===== config.mk =====
export PLATFORM = sky130hd
export DESIGN_NAME = mrc3_stage
export DESIGN_NICKNAME = d
export VERILOG_FILES = /design/src/rtl/mrc3_stage.sv
export SDC_FILE = /design/constraint.sdc
export NUM_CORES = 1
export LEC_CHECK = 0
export CAP_MARGIN = 10
export CORE_MARGIN = 10
export CORE_UTILIZATION = 50
export DETAILED_ROUTE_END_ITERATION = 6
export GPL_ROUTABILITY_DRIVEN = 0
export GPL_TIMING_DRIVEN = 0
export PLACE_DENSITY = 0.77
export SLEW_MARGIN = 20
export SYNTH_ARGS = -nofsm -noshare
export SYNTH_HDL_FRONTEND = slang
export SYNTH_SLANG_ARGS = --single-unit
export TNS_END_PERCENT = 20

===== constraint.sdc =====
create_clock -name clk -period 5.15 [get_ports clk]
set_input_delay 0.7725 -clock clk [delete_from_list [all_inputs] [get_ports clk]]
set_output_delay 0.7725 -clock clk [all_outputs]
set_load 0.005 [all_outputs]

===== src/rtl/mrc3_stage.sv =====
module mrc3_stage #(
  parameter int N       = 6,
  parameter bit MID_REG = 1'b1,
  parameter bit OUT_REG = 1'b1
) (
  input  logic         clk,
  input  logic         rst_n,
  input  logic [N-1:0] x1_i,
  input  logic [N:0]   x2_i,
  input  logic [N-2:0] x3_i,
  output logic [N-1:0] z1_o,
  output logic [N:0]   z2_o,
  output logic [N:0]   z2n_o,
  output logic [N-2:0] z3_o
);
  localparam int W1   = N;
  localparam int W2   = N + 1;
  localparam int W3   = N - 1;
  localparam int HALF = N / 2;
  localparam int NOPA = 7;
  localparam int NOPB = N + 1;

  function automatic logic [W3-1:0] rotl(input logic [W3-1:0] v, input int k);
    logic [2*W3-1:0] t;
    t = {v, v} << k;
    return t[2*W3-1:W3];
  endfunction

  function automatic logic [2*W3-1:0] csa_eac(input logic [W3-1:0] a,
                                               input logic [W3-1:0] b,
                                               input logic [W3-1:0] c);
    logic [W3-1:0] s, cy;
    s  = a ^ b ^ c;
    cy = (a & b) | (a & c) | (b & c);
    return {cy[W3-2:0], cy[W3-1], s};
  endfunction

  // front end: Z2 subtractor and Z3 carry-save gathering
  logic [W2-1:0] l1, l2;
  logic [W2:0]   dsum;
  logic [W2-1:0] deac, z2_a;
  logic          neg_a;
  logic [W3-1:0] opa [NOPA];
  logic [W3-1:0] s1_a, c1_a;

  assign l1    = {x1_i, 1'b0};
  assign l2    = {x2_i[W2-2:0], x2_i[W2-1]};
  assign dsum  = {1'b0, l1} + {1'b0, ~l2};
  assign deac  = dsum[W2-1:0] + W2'(dsum[W2]);
  assign z2_a  = (deac == '1) ? '0 : deac;
  assign neg_a = ~dsum[W2] & (dsum[W2-1:0] != '1);

  assign opa[0] = x3_i;
  assign opa[1] = ~x1_i[W3-1:0];
  assign opa[2] = ~{{(W3-1){1'b0}}, x1_i[W1-1]};
  assign opa[3] = ~l1[W3-1:0];
  assign opa[4] = ~{{(W3-2){1'b0}}, l1[W2-1:W3]};
  assign opa[5] = l2[W3-1:0];
  assign opa[6] = {{(W3-2){1'b0}}, l2[W2-1:W3]};

  always_comb begin
    logic [2*W3-1:0] pr;
    pr = csa_eac(opa[0], opa[1], opa[2]);
    for (int k = 3; k < NOPA; k++) pr = csa_eac(pr[W3-1:0], pr[2*W3-1:W3], opa[k]);
    s1_a = pr[W3-1:0];
    c1_a = pr[2*W3-1:W3];
  end

  // optional middle register
  logic [W1-1:0] x1_b;
  logic [W2-1:0] z2_b;
  logic [W3-1:0] s1_b, c1_b;
  logic          neg_b;

  generate
    if (MID_REG) begin : g_mid
      always_ff @(posedge clk or negedge rst_n) begin
        if (!rst_n) begin
          x1_b <= '0; z2_b <= '0; s1_b <= '0; c1_b <= '0; neg_b <= 1'b0;
        end else begin
          x1_b <= x1_i; z2_b <= z2_a; s1_b <= s1_a; c1_b <= c1_a; neg_b <= neg_a;
        end
      end
    end else begin : g_nomid
      assign x1_b = x1_i; assign z2_b = z2_a; assign s1_b = s1_a;
      assign c1_b = c1_a; assign neg_b = neg_a;
    end
  endgenerate

  // back end: inverse multiply by rotations, correction, modulo adder
  logic [W3-1:0] opb [NOPB];
  logic [W3-1:0] sb, cb, r3, z3_b;
  logic [W3:0]   madd;

  generate
    for (genvar g = 0; g < HALF; g++) begin : g_rot
      assign opb[2*g]   = rotl(s1_b, 2*g);
      assign opb[2*g+1] = rotl(c1_b, 2*g);
    end
  endgenerate
  assign opb[NOPB-1] = neg_b ? {{(W3-1){1'b1}}, 1'b0} : '0;

  always_comb begin
    logic [2*W3-1:0] pr;
    pr = csa_eac(opb[0], opb[1], opb[2]);
    for (int k = 3; k < NOPB; k++) pr = csa_eac(pr[W3-1:0], pr[2*W3-1:W3], opb[k]);
    sb = pr[W3-1:0];
    cb = pr[2*W3-1:W3];
  end

  assign madd = {1'b0, sb} + {1'b0, cb};
  assign r3   = madd[W3-1:0] + W3'(madd[W3]);
  assign z3_b = (r3 == '1) ? '0 : r3;

  // optional output register
  generate
    if (OUT_REG) begin : g_out
      always_ff @(posedge clk or negedge rst_n) begin
        if (!rst_n) begin
          z1_o <= '0; z2_o <= '0; z2n_o <= '1; z3_o <= '0;
        end else begin
          z1_o <= x1_b; z2_o <= z2_b; z2n_o <= ~z2_b; z3_o <= z3_b;
        end
      end
    end else begin : g_noout
      assign z1_o = x1_b; assign z2_o = z2_b; assign z2n_o = ~z2_b; assign z3_o = z3_b;
    end
  endgenerate
endmodule


==> impl_metrics.json <==
{
  "arrival_ns": 5.26,
  "cp_num_buf_inv": 2,
  "clock-sinks": 49,
  "synthArstFlopShare_pct": 100,
  "placementRows": 28,
  "synth_commonest_cells": "inv_1 (60), dfrtp_1 (42), fa_1 (40), ha_1 (27), xnor2_1 (8)",
  "cts_tree": "done",
  "ys_types": 44,
  "required_ns": 5.37,
  "finalCritPeriodShare_pct": 97.9,
  "synth_nets": 348,
  "grt_overflow": 0,
  "path_depth": 20,
  "post_drt_wl_per_cell_um": 15.1,
  "holdWs_ns": 0.357,
  "grt_max_degree": 28,
  "crit_path_top_delay_cell": "fa_1",
  "path_cells": "fa_1 > fa_1 > fa_1 > fa_1 > inv_1 > fa_1 > inv_2 > ha_4 > a21o_1 > a21oi_2 > nor2b_1 > o21ai_1 > nand2b_1 > ha_2 > ha_4 > xor2_2 > and3_4 > a32oi_1 > mux2i_1 > a21oi_1",
  "netlist_instances": 261,
  "seq_area_frac_synth_pct": 38.9,
  "clkTransAtPathRegs_ns": 0.09,
  "synth.ff_latch_count": 49,
  "max_cap_violations": 0,
  "routed_via_density": 4.99,
  "antenna_found_initial": 0,
  "crit_family": "adder cells",
  "numCtsBuffers": 5,
  "clockBufferDepth": 2,
  "dr.pass1.iters": 4,
  "status": "completed",
  "cpPeakStageDelay_ns": 0.57,
  "cp-start-kind": "flip-flop",
  "fmax_mhz": 198,
  "syn_area_per_cell_um2": 12.2,
  "worstSetupPathType": "reg -> reg",
  "dp_hpwl_um": 5120,
  "rrSetupSlack_ns": 0.11,
  "hold_start": "x1_b[2]$_DFF_PN0_",
  "drive_gt1_share_pct": 13.0,
  "yosysMostFrequentCell": "inv_1",
  "regArea_mm2": 0.00124,
  "ys_warn_count": 0,
  "reg2reg_to": "z3_o[4]$_DFF_PN0_",
  "synth_edf_count": 0,
  "coreArea_mm2": 0.00603,
  "skew_ns": 0.00511,
  "cp-endpoint": "z3_o[4]$_DFF_PN0_",
  "tightest_slew_ns": 0.629,
  "syn_area_mm2": 0.00318,
  "setup_violations": 0,
  "synth_area_leaders": "dfrtp_1 (33%), fa_1 (25%), ha_1 (11%)",
  "ant_nets": 0,
  "post-route-min-period_ns": 5.04,
  "cts_root_buffer": "clkbuf_8",
  "numPortBuffers": 44,
  "final_nets": 408,
  "synth_top_area_share_pct": 33.1,
  "rsz0062_at_grt": "yes",
  "nFillCells": 460,
  "die_area_mm2": 0.00994,
  "hold_buffers": 0,
  "htree_levels": 2,
  "vias": 1980,
  "slew_violations": 0,
  "pin_count": 45,
  "drc": 0,
  "die_w_um": 99.7,
  "dr.first_iter.drc_count": 95,
  "area_growth_pct": 24.1,
  "drt-total-wl_um": 6000,
  "n_antenna_cell": 0,
  "synth_area_leader_cell": "dfrtp_1",
  "multiInputGateArea_mm2": 0.00175,
  "worstSetupEndpointType": "flip-flop",
  "die_y_um": 99.7,
  "start_util_pct": 52.7,
  "hold_violations": 0,
  "grt_pass1_vias": 2207,
  "clk_latency_ns": 0.29,
  "reg2reg_depth": 20,
  "globalRouteTotalUtil_pct": 12.6,
  "synthFlopType": "dfrtp_1",
  "crit_path_start": "s1_b[1]$_DFF_PN0_",
  "worstPathMaxFanout": 4,
  "cp_common_cell": "fa_1",
  "reg2reg_from": "s1_b[1]$_DFF_PN0_",
  "slew_headroom_pct": 58.0,
  "grt_pass1_wl_um": 10300,
  "post-route-util_pct": 65.4,
  "hp-class": "reg -> reg"
}
per-layer routing:
metal	part of all wire [%]	routed length, um	vias up	track usage [%]
met5	0	0	-	0
met4	1.2	70	0	3.53
met3	6.1	364	8	3.67
met2	51	3040	57	21.3
met1	42	2520	974	15.3
li1	-	-	941	-
worst reg2reg max path, delay by kind of cell (launching register included):
family          cells  cell delay [ns]
compound gates      5             0.74
xor+xnor            1             0.18
flops               1             0.43
buf+inv             2             0.10
fa+ha+maj           8             3.07
mux                 1             0.10
simple gates        3             0.34
layout by cell type, fill, tap and decap left out, drive strengths merged, types with 2 or more instances in the layout:
cell	instances
a211o	2
a21o	4
a21oi	8
and2	4
and3	2
buf	12
clkbuf	6
clkdlybuf4s50	43
dfrtp	42
dfstp	7
fa	40
ha	27
inv	61
nand2	6
nand2b	4
nand3b	2
nor2	4
nor2b	7
nor3	3
o21ai	3
xnor2	8
xor2	4
logic make-up after synthesis:
family,after synthesis,synth area share [%]
AOI/OAI and AO/OA,29,6.46
xor gates and xnor gates,12,3.31
adders and majority gates,67,35.9
buffers and inverters,62,7.41
DFF,49,38.9
muxes,2,0.670
and+or+nand+nor,40,7.41
flip-flops by register name (all words and copies together), names as in the netlist:
name   flops
c1_b       5
neg_b      1
s1_b       5
x1_b       6
z1_o       6
z2_b       7
z2_o       7
z2n_o      7
z3_o       5
stage by stage:
step           area [um2]  setup slack [ns]  cells  TNS, ns
6_report             3940             0.107    397        0
5_1_grt              3940            -0.144    397   -0.469
4_1_cts              3880           0.00730    393        0
3_5_place_dp         3730            -0.279    381    -1.23
3_3_place_gp         3710            -0.154    380   -0.726
2_1_floorplan        3180            0.0427    261        0
how the worst min path moves through the flow:
| stage | to | slack [ns] | depth (start not counted) |
|---|---|---|---|
| CTS | z1_o[2]$_DFF_PN0_ | 0.35 | 0 |
| floorplan | z1_o[0]$_DFF_PN0_ | 0.33 | 0 |
| detailed placement | z1_o[2]$_DFF_PN0_ | 0.33 | 0 |
| global placement | z1_o[3]$_DFF_PN0_ | 0.33 | 0 |
| global route | z1_o[2]$_DFF_PN0_ | 0.37 | 0 |
| finish | z1_o[2]$_DFF_PN0_ | 0.36 | 0 |
final cells by class:
type,instances,area share [%]
multi-input cells,150,44.4
flip-flops and latches,49,31.5
repair buffers,53,13.3
inverters,60,5.72
well taps,75,2.38
clock buffers,6,2.10
clock inverters,2,0.413
plain buffers,2,0.254
timing repair:
| action | in CTS | in global routing |
|---|---|---|
| resized for setup | 9 | 5 |
| cloned | 0 | 0 |
| setup buffers | 4 | 4 |
| pin swaps | 8 | 13 |
| setup endpoints to repair | 5 | 5 |
Power is left out: the tool's default activity adds up to more than one toggle a clock period on the data nets, which glitch-free logic cannot reach.
